**config.mk**
```make
export PLATFORM = sky130hd
export DESIGN_NAME = core_seq
export DESIGN_NICKNAME = d
export VERILOG_FILES = /design/src/rtl/core_seq_pkg.sv /design/src/rtl/core_pulse_gen.sv /design/src/rtl/core_sense_latch.sv /design/src/rtl/core_seq.sv
export SDC_FILE = /design/constraint.sdc
export NUM_CORES = 1
export LEC_CHECK = 0
export BUFFER_PORTS_ARGS = -buffer_cell sky130_fd_sc_hd__buf_2
export CAP_MARGIN = 20
export CORE_MARGIN = 1
export CORE_UTILIZATION = 57
export DETAILED_ROUTE_END_ITERATION = 10
export PLACE_DENSITY = 0.81
export SLEW_MARGIN = 20
export SYNTH_ARGS = -nofsm -noshare
export SYNTH_HDL_FRONTEND = slang
export SYNTH_SLANG_ARGS = --single-unit
export TNS_END_PERCENT = 5
```
**constraint.sdc**
```tcl
create_clock -name clk -period 2.62 [get_ports clk]
set_input_delay 0.131 -clock clk [delete_from_list [all_inputs] [get_ports clk]]
set_output_delay 0.131 -clock clk [all_outputs]
set_load 0.1 [all_outputs]
```
**src/rtl/core_seq_pkg.sv**
```systemverilog
package core_seq_pkg;

    typedef enum logic [2:0] {
        OP_WBIT  = 3'd0,
        OP_RBIT  = 3'd1,
        OP_XBIT  = 3'd2,
        OP_WWORD = 3'd3,
        OP_RWORD = 3'd4
    } op_e;

    typedef enum logic [1:0] {
        PH_IDLE,
        PH_SETUP,
        PH_HIGH,
        PH_GAP
    } phase_e;

    function automatic int imax(input int a, input int b);
        return (a > b) ? a : b;
    endfunction

endpackage

```
**src/rtl/core_pulse_gen.sv**
```systemverilog
module core_pulse_gen
    import core_seq_pkg::*;
#(
    parameter int SETUP_CYC  = 12,
    parameter int PULSE_CYC  = 250,
    parameter int SAMPLE_CYC = 81,
    parameter int GAP_CYC    = 125
) (
    input  logic clk,
    input  logic rst_n,
    input  logic fire_i,
    output logic en_o,
    output logic strobe_o,
    output logic done_o
);

    localparam int MAXC  = imax(imax(SETUP_CYC, PULSE_CYC), GAP_CYC);
    localparam int CNT_W = $clog2(MAXC + 1);

    typedef struct packed {
        phase_e           ph;
        logic [CNT_W-1:0] cnt;
    } pg_t;

    pg_t pg_d, pg_q;
    logic strobe_d, done_d;

    always_comb begin
        pg_d     = pg_q;
        strobe_d = 1'b0;
        done_d   = 1'b0;
        case (pg_q.ph)
            PH_IDLE: begin
                if (fire_i) begin
                    pg_d.ph  = PH_SETUP;
                    pg_d.cnt = '0;
                end
            end
            PH_SETUP: begin
                if (pg_q.cnt == CNT_W'(SETUP_CYC - 1)) begin
                    pg_d.ph  = PH_HIGH;
                    pg_d.cnt = '0;
                end else begin
                    pg_d.cnt = pg_q.cnt + 1'b1;
                end
            end
            PH_HIGH: begin
                strobe_d = (pg_q.cnt == CNT_W'(SAMPLE_CYC));
                if (pg_q.cnt == CNT_W'(PULSE_CYC - 1)) begin
                    pg_d.ph  = PH_GAP;
                    pg_d.cnt = '0;
                end else begin
                    pg_d.cnt = pg_q.cnt + 1'b1;
                end
            end
            default: begin
                if (pg_q.cnt == CNT_W'(GAP_CYC - 1)) begin
                    pg_d.ph  = PH_IDLE;
                    pg_d.cnt = '0;
                    done_d   = 1'b1;
                end else begin
                    pg_d.cnt = pg_q.cnt + 1'b1;
                end
            end
        endcase
    end

    always_ff @(posedge clk or negedge rst_n) begin
        if (!rst_n) begin
            pg_q <= '{ph: PH_IDLE, cnt: '0};
        end else begin
            pg_q <= pg_d;
        end
    end

    assign en_o     = (pg_q.ph == PH_HIGH);
    assign strobe_o = strobe_d;
    assign done_o   = done_d;

endmodule

```
**src/rtl/core_sense_latch.sv**
```systemverilog
module core_sense_latch (
    input  logic clk,
    input  logic rst_n,
    input  logic clr_i,
    input  logic strobe_i,
    input  logic sense_i,
    output logic bit_o
);

    logic bit_d, bit_q;

    always_comb begin
        bit_d = bit_q;
        if (clr_i) begin
            bit_d = 1'b0;
        end else if (strobe_i) begin
            bit_d = sense_i;
        end
    end

    always_ff @(posedge clk or negedge rst_n) begin
        if (!rst_n) begin
            bit_q <= 1'b0;
        end else begin
            bit_q <= bit_d;
        end
    end

    assign bit_o = bit_q;

endmodule

```
**src/rtl/core_seq.sv**
```systemverilog
module core_seq
    import core_seq_pkg::*;
#(
    parameter  int CLK_HZ     = 125_000_000,
    parameter  int ADDR_W     = 5,
    parameter  int SETUP_CYC  = imax(1, CLK_HZ / 10_000_000),
    parameter  int PULSE_CYC  = CLK_HZ / 500_000,
    parameter  int SAMPLE_CYC = (CLK_HZ / 1_000_000) * 650 / 1000,
    parameter  int GAP_CYC    = CLK_HZ / 1_000_000,
    localparam int WORD_W     = 1 << ADDR_W
) (
    input  logic              clk,
    input  logic              rst_n,
    input  logic              start_i,
    input  logic [2:0]        op_i,
    input  logic [ADDR_W-1:0] addr_i,
    input  logic              wbit_i,
    input  logic [WORD_W-1:0] wword_i,
    output logic              busy_o,
    output logic              done_o,
    output logic              rbit_o,
    output logic [WORD_W-1:0] rword_o,
    output logic [ADDR_W-1:0] drv_addr_o,
    output logic              drv_data_o,
    output logic              drv_en_o,
    input  logic              sense_i
);

    localparam logic [ADDR_W-1:0] LAST_ADDR = ADDR_W'(WORD_W - 1);

    typedef struct packed {
        logic              busy;
        logic              done;
        logic              fire;
        op_e               op;
        logic [ADDR_W-1:0] addr;
        logic              data;
        logic              restore;
        logic [WORD_W-1:0] wbuf;
        logic [WORD_W-1:0] rword;
        logic              rbit;
    } seq_t;

    seq_t s_d, s_q;

    logic pulse_done, strobe, sensed;
    logic op_ok, is_read, is_word, bit_fin, bit_val;
    logic [ADDR_W-1:0] next_addr;

    core_pulse_gen #(
        .SETUP_CYC (SETUP_CYC),
        .PULSE_CYC (PULSE_CYC),
        .SAMPLE_CYC(SAMPLE_CYC),
        .GAP_CYC   (GAP_CYC)
    ) u_pulse (
        .clk     (clk),
        .rst_n   (rst_n),
        .fire_i  (s_q.fire),
        .en_o    (drv_en_o),
        .strobe_o(strobe),
        .done_o  (pulse_done)
    );

    core_sense_latch u_sense (
        .clk     (clk),
        .rst_n   (rst_n),
        .clr_i   (s_q.fire),
        .strobe_i(strobe),
        .sense_i (sense_i),
        .bit_o   (sensed)
    );

    always_comb begin
        s_d       = s_q;
        s_d.done  = 1'b0;
        s_d.fire  = 1'b0;
        op_ok     = (op_i <= 3'd4);
        is_read   = (s_q.op == OP_RBIT) || (s_q.op == OP_RWORD);
        is_word   = (s_q.op == OP_WWORD) || (s_q.op == OP_RWORD);
        next_addr = s_q.addr + 1'b1;
        bit_fin   = 1'b1;
        bit_val   = 1'b0;

        if (!s_q.busy) begin
            if (start_i && op_ok) begin
                s_d.busy    = 1'b1;
                s_d.fire    = 1'b1;
                s_d.restore = 1'b0;
                s_d.op      = op_e'(op_i);
                case (op_e'(op_i))
                    OP_WBIT, OP_XBIT: begin
                        s_d.addr = addr_i;
                        s_d.data = wbit_i;
                    end
                    OP_RBIT: begin
                        s_d.addr = addr_i;
                        s_d.data = 1'b0;
                    end
                    OP_WWORD: begin
                        s_d.addr = '0;
                        s_d.data = wword_i[0];
                        s_d.wbuf = wword_i;
                    end
                    default: begin
                        s_d.addr  = '0;
                        s_d.data  = 1'b0;
                        s_d.rword = '0;
                    end
                endcase
            end
        end else if (pulse_done) begin
            if (is_read) begin
                if (!s_q.restore && sensed) begin
                    s_d.restore = 1'b1;
                    s_d.data    = 1'b1;
                    s_d.fire    = 1'b1;
                    bit_fin     = 1'b0;
                end else begin
                    bit_val = s_q.restore;
                end
            end else if (s_q.op == OP_XBIT) begin
                bit_val = sensed ^ s_q.data;
            end

            if (bit_fin) begin
                s_d.restore = 1'b0;
                if ((s_q.op == OP_RBIT) || (s_q.op == OP_XBIT)) begin
                    s_d.rbit = bit_val;
                end
                if (s_q.op == OP_RWORD) begin
                    s_d.rword[s_q.addr] = bit_val;
                end
                if (is_word && (s_q.addr != LAST_ADDR)) begin
                    s_d.addr = next_addr;
                    s_d.data = (s_q.op == OP_WWORD) ? s_q.wbuf[next_addr] : 1'b0;
                    s_d.fire = 1'b1;
                end else begin
                    s_d.busy = 1'b0;
                    s_d.done = 1'b1;
                end
            end
        end
    end

    always_ff @(posedge clk or negedge rst_n) begin
        if (!rst_n) begin
            s_q <= '{busy: 1'b0, done: 1'b0, fire: 1'b0, op: OP_WBIT,
                     addr: '0, data: 1'b0, restore: 1'b0, wbuf: '0,
                     rword: '0, rbit: 1'b0};
        end else begin
            s_q <= s_d;
        end
    end

    assign busy_o     = s_q.busy;
    assign done_o     = s_q.done;
    assign rbit_o     = s_q.rbit;
    assign rword_o    = s_q.rword;
    assign drv_addr_o = s_q.addr;
    assign drv_data_o = s_q.data;

endmodule

```
* Word-level counts from Yosys, hierarchy flattened
Cells that the tools add are included.
W data, S select, Z words.
** Cells by class
- Add/sub/neg operators :: 2
- Order comparisons :: 4
- Equality and inequality tests :: 24
- Mux-type cells :: 53
- Bitwise logic cells :: 2
- Reduce and logical (&&, ||, !) cells :: 24
** Operators by type and width (number)
- $mux W32 :: 4
- $mux W75 :: 1
- $mux W33 :: 2
- $bwmux W32 :: 1
- $pmux W10 S3 :: 1
- $mux W1 :: 25
- $mux W8 :: 3
- $mux W7 :: 3
- $pmux W6 S3 :: 1
- $eq A8 B7 Y1 const B :: 2
- $reduce_and A4 Y1 :: 4
- $ne A2 B1 Y1 const B :: 7
- $eq A3 B2 Y1 const B :: 4
- $lt A5 B6 Y1 const B :: 2
- $mux W2 :: 6
- $mux W10 :: 1
- $add A8 B1 Y8 const B :: 1
- $eq A8 B4 Y1 const B :: 1
- $eq A8 B8 Y1 const B :: 1
- $eq A3 B1 Y1 const B :: 2
- $mux W3 :: 2
- $mux W6 :: 1
- $ne A3 B1 Y1 const B :: 2
- $add A5 B1 Y5 const B :: 1
- other kinds (24) :: 31
** Storage, ports and cells
- Flip-flop bits (word level) :: 89
- Bits of input ports :: 45

* Depth between registers and ports, before layout
Gate-level depths: netlist of run 1.
- Depth after elaboration :: 11
- Gate-level depth with buffers :: 9
- Mapped depth without buffers :: 7

* Cells and area by module
A second synthesis of run 1 with hierarchy kept.
** Second synthesis, totals
- Cells, all modules :: 470
- Area, all modules :: 4904.7 um^2
** By module, submodules not included
- core_seq :: times used 1, cells each 400, area each 4159.0 um^2
- core_pulse_gen :: times used 1, cells each 67, area each 706.9 um^2
- core_sense_latch :: times used 1, cells each 3, area each 38.8 um^2

* Least setup slack after synthesis of run 1
No wires, ideal clock.
- Kind :: reg-to-reg
- Start point :: register u_pulse.pg_q[8] in the netlist's numbering
- End point :: register u_pulse.pg_q[2] in the netlist's numbering
- Library setup time :: 71 ps
- Arrival :: 2298 ps
- Required time :: 2549 ps
- Slack :: 251 ps
- Stages on the path, launching flop included :: 9
- Buffers on the path :: 1
- Period minus slack after synthesis :: 2369 ps
- Cells stage by stage :: dfrtp_1 inv_1 ha_1 inv_1 a41o_1 a31o_2 and2_1 buf_2 nor2_1
** On the way
- Cells in the longest elaborated chain, start to end :: 2
- Elaborated cells on any way between the ends :: 5
** RTL lines
- start: declaration :: RTL line core_pulse_gen.sv:25 : pg_t pg_d, pg_q;
- start signal: assignment :: RTL line core_pulse_gen.sv:70 : pg_q <= '{ph: PH_IDLE, cnt: '0};
- start signal: assignment :: RTL line core_pulse_gen.sv:72 : pg_q <= pg_d;
- $eq A2 B2 Y1
- via drv_en_o :: RTL line core_seq.sv:25 : output logic drv_en_o,
- $pmux W10 S3 :: RTL line core_pulse_gen.sv:32 : case (pg_q.ph)
The timed path passes the listed nets, and every way through them passes these cells.
A chain may end at the register's enable or synchronous reset.

* Worst setup path after layout of run 1
- Start point :: register u_pulse.pg_q[0] in the netlist's numbering
- End point :: register s_q, in the netlist rword_o[10]
** On the way
- Cells in the longest elaborated chain, start to end :: 5
** RTL lines
- $eq A8 B7 Y1 :: RTL line core_pulse_gen.sv:57 : if (pg_q.cnt == CNT_W'(GAP_CYC - 1)) begin
- $mux W1 :: RTL line core_pulse_gen.sv:57
- $mux W1 :: RTL line core_pulse_gen.sv:32
- $ne A2 B1 Y1 (no line)
- $reduce_and A5 Y1 (no line)
- end signal: assignment :: RTL line core_seq.sv:147 : s_q <= '{busy: 1'b0, done: 1'b0, fire: 1'b0, op: OP_WBIT,
- end: declaration :: RTL line core_seq.sv:44 : seq_t s_d, s_q;
No other way between the ends.

==> results of run 1 <==
-- placed cells by master (no fill, tap or decap), types with 8 or more instances in the layout --
master	synthesis	final
clkbuf_8	0	9
nor3_1	23	23
a311oi_1	16	16
inv_1	15	15
a41oi_1	32	32
buf_2	14	85
ha_1	13	13
mux2i_1	9	9
and3_1	10	10
nand2_1	12	12
buf_4	41	14
dfrtp_1	89	89
xor2_1	8	8
dlygate4sd3_1	0	23
nand3_1	16	16
mux2_2	35	35
nor2_1	13	13
a311oi_2	8	8
-- worst max-delay path, stage by stage, from the launching register on --
cell	delay [ns]
dfrtp_1	0.43
inv_1	0.09
ha_1	0.13
and3b_1	0.19
and2_1	0.19
a31o_1	0.47
buf_4	0.30
a41oi_1	0.16
a311oi_2	0.29
-- stage by stage --
step / std cells / total power, uW / utilization (%) / area (um^2) / setup WS, ns
final: 624 / 2760 / 66.0 / 5730 / 0.276
after global routing: 624 / 2870 / 66.0 / 5730 / 0.0550
after CTS: 624 / 2770 / 66.0 / 5730 / 0.251
after detailed placement: 585 / 1870 / 61.3 / 5320 / 0.278
after global placement: 585 / 1860 / 61.3 / 5320 / 0.399
after floorplan: 453 / 1750 / - / 5100 / 0.251
-- power breakdown --
part / total [uW] / leakage, uW / internal [uW] / switching, uW
Sequential: 1450 / 0.00121 / 1410 / 39.2
Clock: 883 / 0.0000914 / 359 / 525
Combinational: 427 / 0.00135 / 148 / 278
Total: 2760 / 0.00265 / 1920 / 842
-- kinds of logic after synthesis --
kind of cell,Yosys count,share of synthesized area [%]
adder cells (fa/ha/maj),13,3.19
flip-flops,89,43.7
XOR/XNOR,11,2.04
AO/OA/AOI/OAI,92,15.9
AND/OR/NAND/NOR,101,11.0
buffers and inverters,92,10.8
multiplexers,55,13.5
-- sequential cells by signal (all words and copies together), names as in the netlist --
register       cells
drv_addr_o         5
done_o             1
s_q               37
u_pulse.pg_q      10
drv_data_o         1
u_sense.bit_o      1
rbit_o             1
busy_o             1
rword_o           32
-- final cells by class --
type	count	area [um^2]
fill	685	2950
multi-input combinational	272	2330
sequential	89	2230
timing repair buffer	124	801
tap	108	135
clock buffer	10	128
inverter	15	56.3
clock inverter	6	52.6
-- metal layers --
layer / part of all wire (%) / vias to the layer above
met5: 0 / -
met4: 2.3 / 0
met3: 5.6 / 27
li1: - / 1787
met1: 40 / 1989
met2: 52 / 158
-- final timing paths --
kind / start / endpoint / cells after the start
max: u_pulse.pg_q[0] / rword_o[10] / 8
min: wword_i[22] / s_q[55] / 2
max reg2reg: u_pulse.pg_q[0] / rword_o[10] / 8
min reg2reg: s_q[75] / u_sense.bit_o / 1
max in group asynchronous: rst_n / rword_o[0] / 3
min in group asynchronous: rst_n / rword_o[17] / 3
==> results_dict.tcl, run 1 <==
set metrics [dict create \
    track_usage_pct 27.4 \
    ys_ff_latch 89 \
    antenna_found_initial 0 \
    netlist.area_leader.share_pct 43.7 \
    maxCapViolCount 0 \
    synth.most_common_cell "dfrtp_1" \
    vdd_drop_max_v 0.000286 \
    grt_max_degree 90 \
    p_per_area_nw_per_um2 482 \
    use_met2_pct 47.5 \
    cp.arrival_ns 2.63 \
    skew_ns 0.0162 \
    drt_iter0_drc 295 \
    synthArstFlopShare_pct 100 \
    synth_cell_type_count 59 \
    overflow 0 \
    grt_pass1_vias 3938 \
    cts.sinks 89 \
    die_h_um 96.6 \
    min_path_type "input port to flop" \
    drt_wl_total_um 11700 \
    cts_resized 0 \
    min_period_ns 2.34 \
    area_growth_pct 12.4 \
    final.setup.tns_ns 0 \
    rows 34 \
    setup_viol 0 \
    cts_setup_buffers 0 \
    cts_buffer_depth 2 \
    cp_max_fo 15 \
    cts_buffers 9 \
    power.leakage_uw 0.00265 \
    ff2ff_setup_slack_ns 0.28 \
    syn-cell-area_um2 5100 \
    grt_pass1_wl_um 19300 \
    drive_gt1_share_pct 33.9 \
    wl_per_cell_um 18.8 \
    use_met3_pct 4.23 \
    clk_pin_slew_ns 0.10 \
    status "finished clean" \
    syn_avg_cell_area_um2 11.2 \
    synth_largest_area_cell "dfrtp_1" \
    die_x_um 96.6 \
    routabilityCongestion 0.886 \
    met1_usage_pct 34.2 \
    ant_nets 0 \
    dr.pass1.iters 5 \
    rsz0062_at_grt "no" \
    ys.flop_type "dfrtp_1" \
    synthCells 453 \
    cts_tree "yes" \
    finalHoldViolCount 0 \
    endpoint_kind "flop" \
    period_share_pct 89.5 \
    grt_busiest_layer "met2" \
    ys_seq_area_share_pct 43.7 \
    synth_area_leaders "dfrtp_1 (44%), mux2_2 (7.7%), buf_4 (6.0%), a41oi_1 (5.5%), ha_1 (3.2%)" \
    pin_count 87 \
    worst_pin_slew_ns 1.00 \
    dp_hpwl_um 7890 \
    final_max_slew_viol_count 0 \
    cp.required_ns 2.90 \
    cts-root-buf "clkbuf_8" \
    hold_buffers 23 \
    synth_common_cells "dfrtp_1 (89), buf_4 (41), mux2_2 (35)" \
    slew_headroom_pct 33.3 \
    vias_per_cell 6.35 \
    max_freq_ghz 0.427 \
    vias 3961 \
    drc 0 \
    initial_core_util_pct 58.7 \
    cts-htree-levels 3 \
    coreArea_um2 8680 \
    start_kind "flop" \
    final_nets 569 \
    die_area_um2 9320 \
    synth_warnings 0 \
    place.port_buffers 86 \
    insertion_delay_ns 0.37 \
    synth_enable_flop_cells 0 \
    synth_fp_nets 511 \
    hold_ws_ns 0.00362 \
    critPathKind "flop to flop" \
    antenna_cells 0 \
]
(Power assumes the default switching activity.)
==> run 2, diff against run 1 <==
PLACE_DENSITY = 0.87   (was 0.81)
==> run 2 against run 1 <==
Net effect:
- global-route usage shrank 0.43 points
- the run now ends with DRC left
- register-to-register slack worse by 0.07 ns
- via count up 0.58%
- largest power group unchanged
- die area stayed put
- sequential share of layout area hardly changed
- cell count down 0.32%
- largest cell class unchanged
==> results_dict.tcl, run 2 (synthesis results as in run 1) <==
set metrics [dict create \
    status "finished, violations left" \
    failed_checks "DRC" \
    drc 1 \
    rsz0062_at_grt "no" \
    cts_buffers 9 \
    slew_headroom_pct 34.3 \
    p_per_area_nw_per_um2 500 \
    min_period_ns 2.42 \
    final_max_slew_viol_count 0 \
    max_freq_ghz 0.414 \
    vias 3984 \
    overflow 0 \
    topRoutingLayerUsed "met4" \
    placed_area_um2 5300 \
    met2_length_um 5930 \
    critPathKind "flop to flop" \
    place_inst 585 \
    drt_wl_total_um 11800 \
    cp_max_fo 11 \
    cts-root-buf "clkbuf_8" \
    cts-htree-levels 3 \
    drt_iter0_drc 314 \
    drive_gt1_share_pct 34.2 \
    fin_area_um2 5720 \
    wl_per_cell_um 18.9 \
    crit_path_cell_trace "inv_1, ha_1, mux2i_1, mux4_2, nand3b_1, o2111ai_1, a21oi_1" \
    rows 34 \
    rr_worst_depth 7 \
    routabilityCongestion 0.881 \
    finalHoldViolCount 0 \
    period_share_pct 92.3 \
    die_h_um 96.6 \
    start_kind "flop" \
    cts_buffer_depth 2 \
    min_path_cells 2 \
    dp_hpwl_um 8080 \
    insertion_delay_ns 0.36 \
    cts_setup_buffers 0 \
    cp.required_ns 2.91 \
    regMostFlops "s_q" \
    setup_viol 0 \
    vias_per_cell 6.41 \
    layout_common_cells "dfrtp_1 (89), buf_2 (85), mux2_2 (35)" \
    pin_count 87 \
    vdd_drop_max_v 0.000447 \
    min_path_type "input port to flop" \
    ant_nets 0 \
    cts_resized 0 \
    maxCapViolCount 0 \
    track_usage_pct 26.9 \
    area_growth_pct 12.3 \
    place.port_buffers 86 \
    routedLengthMet1_um 4640 \
    die_x_um 96.6 \
    dr_wl_met3_um 913 \
    layout_commonest_cell "dfrtp_1" \
    stdcell_count 622 \
    final.setup.tns_ns 0 \
    cts_tree "yes" \
    power.leakage_uw 0.00264 \
    clk_pin_slew_ns 0.09 \
    grt_pass1_vias 3837 \
    die_area_um2 9320 \
    cp.arrival_ns 2.70 \
    final_nets 567 \
    initial_core_util_pct 58.7 \
    antenna_found_initial 0 \
    regArea_um2 2230 \
    fillers 648 \
    grt_pass1_wl_um 18800 \
    critPathMaxStageDelay_ns 0.63 \
    largest_reg_flops 37 \
    multi_input_area_um2 2330 \
    hold_buffers 20 \
    endpoint_kind "flop" \
    crit_slowest_cell "ha_1" \
    worst_pin_slew_ns 0.985 \
    coreArea_um2 8680 \
    dr.pass1.iters 8 \
    antenna_cells 0 \
    cts.sinks 89 \
    skew_ns 0.0135 \
    grt_max_degree 57 \
]
[run 2: final timing paths]
check | startpoint | endpoint | slack, ns
max | drv_addr_o[0] | drv_data_o | 0.20
min | wword_i[12] | s_q[45] | 0.006
max reg2reg | drv_addr_o[0] | drv_data_o | 0.20
min reg2reg | s_q[75] | u_sense.bit_o | 0.48
max in group asynchronous | rst_n | s_q[53] | 1.54
min in group asynchronous | rst_n | u_pulse.pg_q[6] | 0.34
[run 2: stage by stage]
step | total power, uW | hold WS, ns | worst slack (ns) | utilization [%]
3_3_place_gp | 1850 | 0.220 | 0.516 | 61.1
5_1_grt | 2970 | 0.00141 | 0.0583 | 66.0
4_1_cts | 2870 | 0.000279 | 0.273 | 65.8
2_1_floorplan | 1750 | -0.165 | 0.251 | -
3_5_place_dp | 1870 | 0.229 | 0.388 | 61.1
6_report | 2860 | 0.00594 | 0.202 | 66.0
[run 2: layout make-up]
type / count / share of cell area, %
Clock buffer: 10 / 2.40
Clock inverter: 6 / 1.27
Inverter: 15 / 0.984
Multi-Input combinational cell: 272 / 40.7
Sequential cell: 89 / 38.9
Tap cell: 108 / 2.36
Timing Repair Buffer: 122 / 13.4
[run 2: per-layer routing]
layer / track usage (%) / vias to the layer above
met1: 34.8 / 1975
met3: 6.42 / 27
met5: 0 / -
li1: - / 1783
met2: 43.9 / 199
met4: 10.5 / 0
[run 2: worst max-delay path, delay by kind of cell (launching register included)]
family	cells	cell delay, ns
AND/OR/NAND/NOR	1	0.14
AO/OA/AOI/OAI	2	0.37
buffers and inverters	1	0.12
adder cells (fa/ha/maj)	1	0.63
multiplexers	2	0.67
flip-flops	1	0.40
[run 2: power breakdown]
part / switching [uW] / internal, uW / leakage [uW]
logic: 276 / 142 / 0.00134
clock network: 513 / 476 / 0.0000971
registers: 45.9 / 1410 / 0.00121
total: 835 / 2030 / 0.00264
